==> src/rtl/txf_pkg.sv <==
package txf_pkg;

  typedef enum logic [2:0] {
    PH_IDLE,
    PH_PRE,
    PH_DST,
    PH_SND,
    PH_PAY,
    PH_CRCH,
    PH_CRCL,
    PH_END
  } phase_e;

  // One MSB-first CRC step for a single bit.
  function automatic logic [15:0] crc16_bit(input logic [15:0] c,
                                            input logic        b,
                                            input logic [15:0] poly);
    logic fb;
    fb = c[15] ^ b;
    crc16_bit = {c[14:0], 1'b0} ^ (fb ? poly : 16'h0000);
  endfunction

endpackage

==> src/rtl/txf_shifter.sv <==
module txf_shifter (
  input  logic       clk,
  input  logic       rst_n,
  input  logic       load,
  input  logic [7:0] load_byte,
  input  logic       load_crc,
  input  logic       bit_ready,
  output logic       empty,
  output logic       bit_out,
  output logic       bit_valid,
  output logic       crc_feed
);
  localparam int BYTE_W = 8;
  localparam int CNT_W  = $clog2(BYTE_W + 1);

  logic [BYTE_W-1:0] sh;
  logic [CNT_W-1:0]  cnt;
  logic              feed_q;
  logic              fire;

  assign empty     = (cnt == '0);
  assign bit_valid = !empty;
  assign bit_out   = sh[BYTE_W-1];
  assign fire      = bit_valid && bit_ready;
  assign crc_feed  = fire && feed_q;

  always_ff @(posedge clk or negedge rst_n) begin
    if (!rst_n) begin
      sh     <= '0;
      cnt    <= '0;
      feed_q <= 1'b0;
    end else if (load) begin
      sh     <= load_byte;
      cnt    <= CNT_W'(BYTE_W);
      feed_q <= load_crc;
    end else if (fire) begin
      sh  <= {sh[BYTE_W-2:0], 1'b0};
      cnt <= cnt - CNT_W'(1);
    end
  end

  AST_HOLD_STABLE: assert property (@(posedge clk) disable iff (!rst_n)
    (bit_valid && !bit_ready) |=> (bit_valid && $stable(bit_out)));
  AST_LOAD_WHEN_EMPTY: assert property (@(posedge clk) disable iff (!rst_n)
    load |-> empty);

endmodule

==> src/rtl/txf_crc.sv <==
module txf_crc #(
  parameter logic [15:0] POLY = 16'h1021,
  parameter logic [15:0] SEED = 16'hFFFF
) (
  input  logic        clk,
  input  logic        rst_n,
  input  logic        init,
  input  logic        feed,
  input  logic        bit_in,
  output logic [15:0] crc
);
  import txf_pkg::*;

  always_ff @(posedge clk or negedge rst_n) begin
    if (!rst_n)    crc <= SEED;
    else if (init) crc <= SEED;
    else if (feed) crc <= crc16_bit(crc, bit_in, POLY);
  end

  AST_CRC_HOLD: assert property (@(posedge clk) disable iff (!rst_n)
    (!init && !feed) |=> $stable(crc));

endmodule

==> src/rtl/txf_seq.sv <==
module txf_seq #(
  parameter int         MAX_ADDR_BYTES = 5,
  parameter int         MAX_HOST_BYTES = 37,
  parameter logic [7:0] PREAMBLE       = 8'hAA,
  localparam int        LEN_W          = $clog2(MAX_ADDR_BYTES + 1),
  localparam int        ADDR_W         = 8 * MAX_ADDR_BYTES,
  localparam int        HCNT_W         = $clog2(MAX_HOST_BYTES + 1)
) (
  input  logic              clk,
  input  logic              rst_n,
  input  logic              tx_start,
  input  logic              dst_inband,
  input  logic              snd_en,
  input  logic [LEN_W-1:0]  addr_len,
  input  logic [ADDR_W-1:0] dst_addr,
  input  logic [ADDR_W-1:0] snd_addr,
  input  logic              in_valid,
  input  logic [7:0]        in_data,
  input  logic              in_last,
  input  logic              empty,
  input  logic [15:0]       crc,
  output logic              in_ready,
  output logic              load,
  output logic [7:0]        load_byte,
  output logic              load_crc,
  output logic              crc_init,
  output logic              done
);
  import txf_pkg::*;

  phase_e             phase, nxt;
  logic               inb_q, snd_q;
  logic [LEN_W-1:0]   len_q, len_eff, sel;
  logic [LEN_W-1:0]   idx;
  logic [HCNT_W-1:0]  hcnt;
  logic               take, last_addr, cap_hit, host_phase;

  function automatic logic [LEN_W-1:0] clamp_len(input logic [LEN_W-1:0] raw);
    if (raw == '0)                              clamp_len = LEN_W'(1);
    else if (raw > LEN_W'(MAX_ADDR_BYTES))      clamp_len = LEN_W'(MAX_ADDR_BYTES);
    else                                        clamp_len = raw;
  endfunction

  function automatic logic [7:0] pick(input logic [ADDR_W-1:0] v,
                                      input logic [LEN_W-1:0]  s);
    pick = v[int'(s)*8 +: 8];
  endfunction

  assign len_eff    = clamp_len(addr_len);
  assign sel        = len_q - idx - LEN_W'(1);
  assign last_addr  = (idx == len_q - LEN_W'(1));
  assign cap_hit    = (hcnt == HCNT_W'(MAX_HOST_BYTES - 1));
  assign host_phase = (phase == PH_PAY) || (phase == PH_DST && inb_q);
  assign in_ready   = empty && host_phase;
  assign take       = in_ready && in_valid;
  assign crc_init   = (phase == PH_IDLE) && tx_start;
  assign done       = (phase == PH_END) && empty;

  always_comb begin
    nxt       = phase;
    load      = 1'b0;
    load_byte = '0;
    load_crc  = 1'b0;
    case (phase)
      PH_IDLE: if (tx_start) nxt = PH_PRE;
      PH_PRE: if (empty) begin
        load      = 1'b1;
        load_byte = PREAMBLE;
        nxt       = PH_DST;
      end
      PH_DST: if (empty && (!inb_q || in_valid)) begin
        load      = 1'b1;
        load_crc  = 1'b1;
        load_byte = inb_q ? in_data : pick(dst_addr, sel);
        if (last_addr) nxt = snd_q ? PH_SND : PH_PAY;
      end
      PH_SND: if (empty) begin
        load      = 1'b1;
        load_crc  = 1'b1;
        load_byte = pick(snd_addr, sel);
        if (last_addr) nxt = PH_PAY;
      end
      PH_PAY: if (take) begin
        load      = 1'b1;
        load_crc  = 1'b1;
        load_byte = in_data;
        if (in_last || cap_hit) nxt = PH_CRCH;
      end
      PH_CRCH: if (empty) begin
        load      = 1'b1;
        load_byte = crc[15:8];
        nxt       = PH_CRCL;
      end
      PH_CRCL: if (empty) begin
        load      = 1'b1;
        load_byte = crc[7:0];
        nxt       = PH_END;
      end
      PH_END: if (empty) nxt = PH_IDLE;
      default: nxt = PH_IDLE;
    endcase
  end

  always_ff @(posedge clk or negedge rst_n) begin
    if (!rst_n) begin
      phase <= PH_IDLE;
      inb_q <= 1'b0;
      snd_q <= 1'b0;
      len_q <= LEN_W'(1);
      idx   <= '0;
      hcnt  <= '0;
    end else begin
      phase <= nxt;
      if (crc_init) begin
        inb_q <= dst_inband;
        snd_q <= snd_en;
        len_q <= len_eff;
        idx   <= '0;
        hcnt  <= '0;
      end else begin
        if (take) hcnt <= hcnt + HCNT_W'(1);
        if (load && (phase == PH_DST || phase == PH_SND))
          idx <= last_addr ? '0 : idx + LEN_W'(1);
      end
    end
  end

  AST_TAKE_FILLS: assert property (@(posedge clk) disable iff (!rst_n)
    take |=> !in_ready);
  AST_DONE_SINGLE: assert property (@(posedge clk) disable iff (!rst_n)
    done |=> (!done && !load));
  AST_START_IGNORED: assert property (@(posedge clk) disable iff (!rst_n)
    (tx_start && phase != PH_IDLE) |=> ($stable(len_q) && $stable(inb_q) && $stable(snd_q)));
  AST_HOST_CAP: assert property (@(posedge clk) disable iff (!rst_n)
    hcnt <= HCNT_W'(MAX_HOST_BYTES));
  AST_LEN_RANGE: assert property (@(posedge clk) disable iff (!rst_n)
    (phase != PH_IDLE) |-> (len_q >= LEN_W'(1) && len_q <= LEN_W'(MAX_ADDR_BYTES)));

endmodule

==> src/rtl/txf_assembler.sv <==
module txf_assembler #(
  parameter int          MAX_ADDR_BYTES = 5,
  parameter int          MAX_HOST_BYTES = 37,
  parameter logic [7:0]  PREAMBLE       = 8'hAA,
  parameter logic [15:0] CRC_POLY       = 16'h1021,
  parameter logic [15:0] CRC_SEED       = 16'hFFFF,
  localparam int         LEN_W          = $clog2(MAX_ADDR_BYTES + 1),
  localparam int         ADDR_W         = 8 * MAX_ADDR_BYTES
) (
  input  logic              clk,
  input  logic              rst_n,
  input  logic              tx_start,
  input  logic              dst_inband,
  input  logic              snd_en,
  input  logic [LEN_W-1:0]  addr_len,
  input  logic [ADDR_W-1:0] dst_addr,
  input  logic [ADDR_W-1:0] snd_addr,
  input  logic              in_valid,
  input  logic [7:0]        in_data,
  input  logic              in_last,
  output logic              in_ready,
  output logic              bit_out,
  output logic              bit_valid,
  input  logic              bit_ready,
  output logic              done
);
  logic        sh_empty;
  logic        sh_load;
  logic [7:0]  sh_byte;
  logic        sh_crc;
  logic        crc_start;
  logic        crc_feed;
  logic [15:0] crc_val;

  txf_seq #(
    .MAX_ADDR_BYTES(MAX_ADDR_BYTES),
    .MAX_HOST_BYTES(MAX_HOST_BYTES),
    .PREAMBLE      (PREAMBLE)
  ) u_seq (
    .clk       (clk),
    .rst_n     (rst_n),
    .tx_start  (tx_start),
    .dst_inband(dst_inband),
    .snd_en    (snd_en),
    .addr_len  (addr_len),
    .dst_addr  (dst_addr),
    .snd_addr  (snd_addr),
    .in_valid  (in_valid),
    .in_data   (in_data),
    .in_last   (in_last),
    .empty     (sh_empty),
    .crc       (crc_val),
    .in_ready  (in_ready),
    .load      (sh_load),
    .load_byte (sh_byte),
    .load_crc  (sh_crc),
    .crc_init  (crc_start),
    .done      (done)
  );

  txf_shifter u_shift (
    .clk      (clk),
    .rst_n    (rst_n),
    .load     (sh_load),
    .load_byte(sh_byte),
    .load_crc (sh_crc),
    .bit_ready(bit_ready),
    .empty    (sh_empty),
    .bit_out  (bit_out),
    .bit_valid(bit_valid),
    .crc_feed (crc_feed)
  );

  txf_crc #(
    .POLY(CRC_POLY),
    .SEED(CRC_SEED)
  ) u_crc (
    .clk   (clk),
    .rst_n (rst_n),
    .init  (crc_start),
    .feed  (crc_feed),
    .bit_in(bit_out),
    .crc   (crc_val)
  );

  AST_DONE_QUIET: assert property (@(posedge clk) disable iff (!rst_n)
    done |-> !bit_valid);

endmodule

==> config.mk <==
export PLATFORM = sky130hd
export DESIGN_NAME = txf_assembler
export DESIGN_NICKNAME = d
export VERILOG_FILES = /design/src/rtl/txf_pkg.sv /design/src/rtl/txf_shifter.sv /design/src/rtl/txf_crc.sv /design/src/rtl/txf_seq.sv /design/src/rtl/txf_assembler.sv
export SDC_FILE = /design/constraint.sdc
export NUM_CORES = 1
export LEC_CHECK = 0
export ABC_AREA = 1
export CORE_ASPECT_RATIO = 0.6
export CORE_MARGIN = 2
export CORE_UTILIZATION = 50
export DETAILED_ROUTE_END_ITERATION = 7
export MAX_ROUTING_LAYER = met4
export PLACE_DENSITY = 0.82
export RECOVER_POWER = 50
export SETUP_SLACK_MARGIN = 0.2
export SLEW_MARGIN = 20
export SYNTH_ARGS = -nofsm -noshare
export SYNTH_HDL_FRONTEND = slang
export SYNTH_HIERARCHICAL = 1
export SYNTH_SLANG_ARGS = --single-unit
==> constraint.sdc <==
create_clock -name clk -period 3.13 [get_ports clk]
set_clock_uncertainty 0.1 [all_clocks]
set_input_delay 0.313 -clock clk [delete_from_list [all_inputs] [get_ports clk]]
set_output_delay 0.313 -clock clk [all_outputs]
set_load 0.03 [all_outputs]
==> impl_metrics.ini <==
[outcome]
status = finished, final reports clean

[timing]
period_share = 0.860
hold_viol = 0
fin_tns_setup_ps = 0
fmax_ghz = 0.372
period_needed_ps = 2690
finalMaxSlewViolations = 0
rsz0062_at_grt = false
setup_viol = 0
worstMarginPinSlew_ps = 1120
slew_headroom = 0.252
worst_slack_ps = 439

[yosys]
synth_edf_count = 0
ys_seq_elements = 46
synth.avg_cell_area_sq_um = 6.56
synthArstFlopShare = 1.00
yosysWarningCount = 6
syn_area_sq_um = 3940
syn-num-nets = 708
yosysSeqAreaShare = 0.298
ys_types = 42
ys.flop_type = dfrtp_1
syn_inst = 601

[placed_design]
place_hpwl_mm = 8.91
dp_slack_ps = 540
port_buffers = 102
finalWeightedCongestion = 0.978

[setup_path]
worst-path-max-fanout = 9
crit_top_cell = inv_1
crit_chain = inv_1 > ha_1 > nand2_4 > inv_1 > inv_1 > nor2_1 > clkdlybuf4s50_1
cp_data_required_time_ps = 2720
crit_buf_inv = 4
r2r_end = u_shift/sh[1]
crit_slowest_cell = clkdlybuf4s50_1
worst-r2r-setup-slack_ps = 550
path_depth = 7
worst_setup_path_end_kind = output port
r2r_cells = 14
crit_end = in_ready
critPathLaunch = u_shift/cnt[0]
critPathTopFamily = buffers and inverters
path_class = flip-flop to output port
crit-reg2reg-launch = u_seq/idx[0]
arrival_ps = 2280
start_kind = flip-flop
cpPeakStageDelay_ps = 670

[detailed_routing]
avgRoutedWirePerCell_um = 14.0
dr.pass1.iters = 6
post_drt_via_cell_ratio = 5.30
wl_mm = 11.3
drc = 0
drtIter0Drc = 420
num_vias = 4247
postRouteAntennaNets = 0

[floorplanning]
rows = 25
dieWidth_um = 119
core_area_sq_um = 7760
ios = 103
fp.dieH_um = 72.8
start_util = 0.508
die-area_sq_um = 8630

[clock_tree]
clockRootBuffer = clkbuf_16
clockBufferDepth = 2
cts_buffers = 5
clkTransAtPathRegs_ps = 60
htreeDepth = 2
cts_sinks = 46
insertion_delay_ps = 290
cts_tree = yes

[global_route]
antenna_found_initial = 0
grt_use_total = 0.280
grt_max_degree = 47
grt_pass1_vias = 3859
grt-ovfl-total = 0
grt_first_pass_wirelength_mm = 18.7

[layout]
layout.nets = 800
antennaDiodeCount = 0
layout-drive-gt1-share = 0.118
fin_util = 0.661
syn2layout_area_growth_pct = 30.1

[worst_hold_path]
min_path_type = flip-flop to flip-flop
holdCritStartpoint = u_crc/crc[0]

[power_and_ir_drop]
leakagePower_uw = 0.00251
p_per_area_nw_per_um2 = 902
ir_worst_vdd_mv = 0.956

[run]
drv_cap = 0
## area by class of cell
class | instances | area [sq um]
Tap cell | 108 | 135
Multi-Input combinational cell | 459 | 2330
Inverter | 71 | 267
Timing Repair Buffer | 110 | 1080
Sequential cell | 46 | 1170
Fill cell | 712 | 2630
Clock inverter | 2 | 13.8
Clock buffer | 6 | 129
## worst min-delay path by stage
stage,end,slack (ps),cells past startpoint
2_1_floorplan,u_seq/hcnt[0],-80,0
3_3_place_gp,u_crc/crc[1],390,2
3_5_place_dp,u_crc/crc[1],400,2
4_1_cts,u_shift/cnt[3],120,1
5_1_grt,u_crc/crc[2],430,2
6_report,u_crc/crc[1],420,2
## layout by cell type, fill, tap and decap left out, types with 3 or more instances in the layout
cell,n
dfstp_2,17
ha_1,7
nand2_1,176
buf_4,6
xor2_1,4
nor2_1,58
nor2_2,8
inv_1,62
inv_2,7
o21ai_2,5
nor3_1,3
a21oi_1,12
o21ai_0,24
nand3_1,98
nand2_2,3
or2_2,7
a21oi_2,3
a22oi_1,3
a22oi_2,9
clkbuf_16,5
clkdlybuf4s50_1,100
nand4_1,18
dfrtp_1,29
## kinds of logic (layout without fill, tap and decap cells)
| kind of cell | Yosys count | after routing | share of synthesized area |
|---|---|---|---|
| buf+inv | 96 | 189 | 0.110 |
| simple gates | 384 | 384 | 0.445 |
| xor+xnor | 5 | 5 | 0.0111 |
| flops | 46 | 46 | 0.298 |
| fa+ha+maj | 8 | 8 | 0.0273 |
| compound gates | 62 | 62 | 0.109 |
## metal layers
metal  part of all wire  up-vias  routed length, um  global-route usage
met5                  0        -                  0                   -
met4              0.010        0                114              0.0569
met3              0.067       14                754              0.0523
met2               0.43      144               4850               0.413
met1               0.49     1961               5540               0.404
li1                   -     2128                  -                   -
## tightest hold or removal path, delay by kind of cell, from the launching register on
kind                   cells  cell delay (ps)
flip-flops                 1              370
buffers and inverters      1               80
AO/OA/AOI/OAI              1               60
## report_power, final
group	leakage, uW	switching, uW	total (uW)	internal (uW)
sequential	0.000563	173	934	760
combinational	0.00188	2070	3170	1090
clock	0.0000708	231	527	296
## state kept, by name (all words and copies together) (netlist names), 3 cells and up
signal       flops
u_crc/crc       16
u_seq/hcnt       6
u_seq/idx        3
u_seq/len_q      3
u_seq/phase      3
u_shift/cnt      4
u_shift/sh       8
## synthesized netlist by cell type, types with 4 or more instances
cell type,number,area share
nand3_1,98,0.12
buf_6,6,0.017
inv_2,7,0.0067
nor2_2,8,0.013
nor2_1,58,0.055
nand4_1,18,0.029
ha_1,7,0.022
dfstp_2,17,0.11
a22oi_2,9,0.029
buf_2,13,0.017
o21ai_0,24,0.030
xor2_1,4,0.0089
dfrtp_1,29,0.18
a21oi_1,12,0.015
nand2_1,176,0.17
o21ai_2,5,0.011
inv_1,62,0.059
or2_2,7,0.011
## timing repair
item                                    in CTS  in global routing
resized for setup                            0                  1
endpoints found under the setup margin       0                  1
buffers inserted                             0                  0
hold buffers                                 0                  1
hold endpoints to repair                     0                 29
## per-stage QoR
stage	power (uW)	hold WS [ps]	instance area [sq um]	instances
2_1_floorplan	3450	-82.6	3940	601
3_3_place_gp	3960	394	4980	793
3_5_place_dp	4040	404	4980	793
4_1_cts	4590	124	5120	801
5_1_grt	5080	434	5130	802
6_report	4630	415	5130	802
Power figures use the tool's default switching activity.
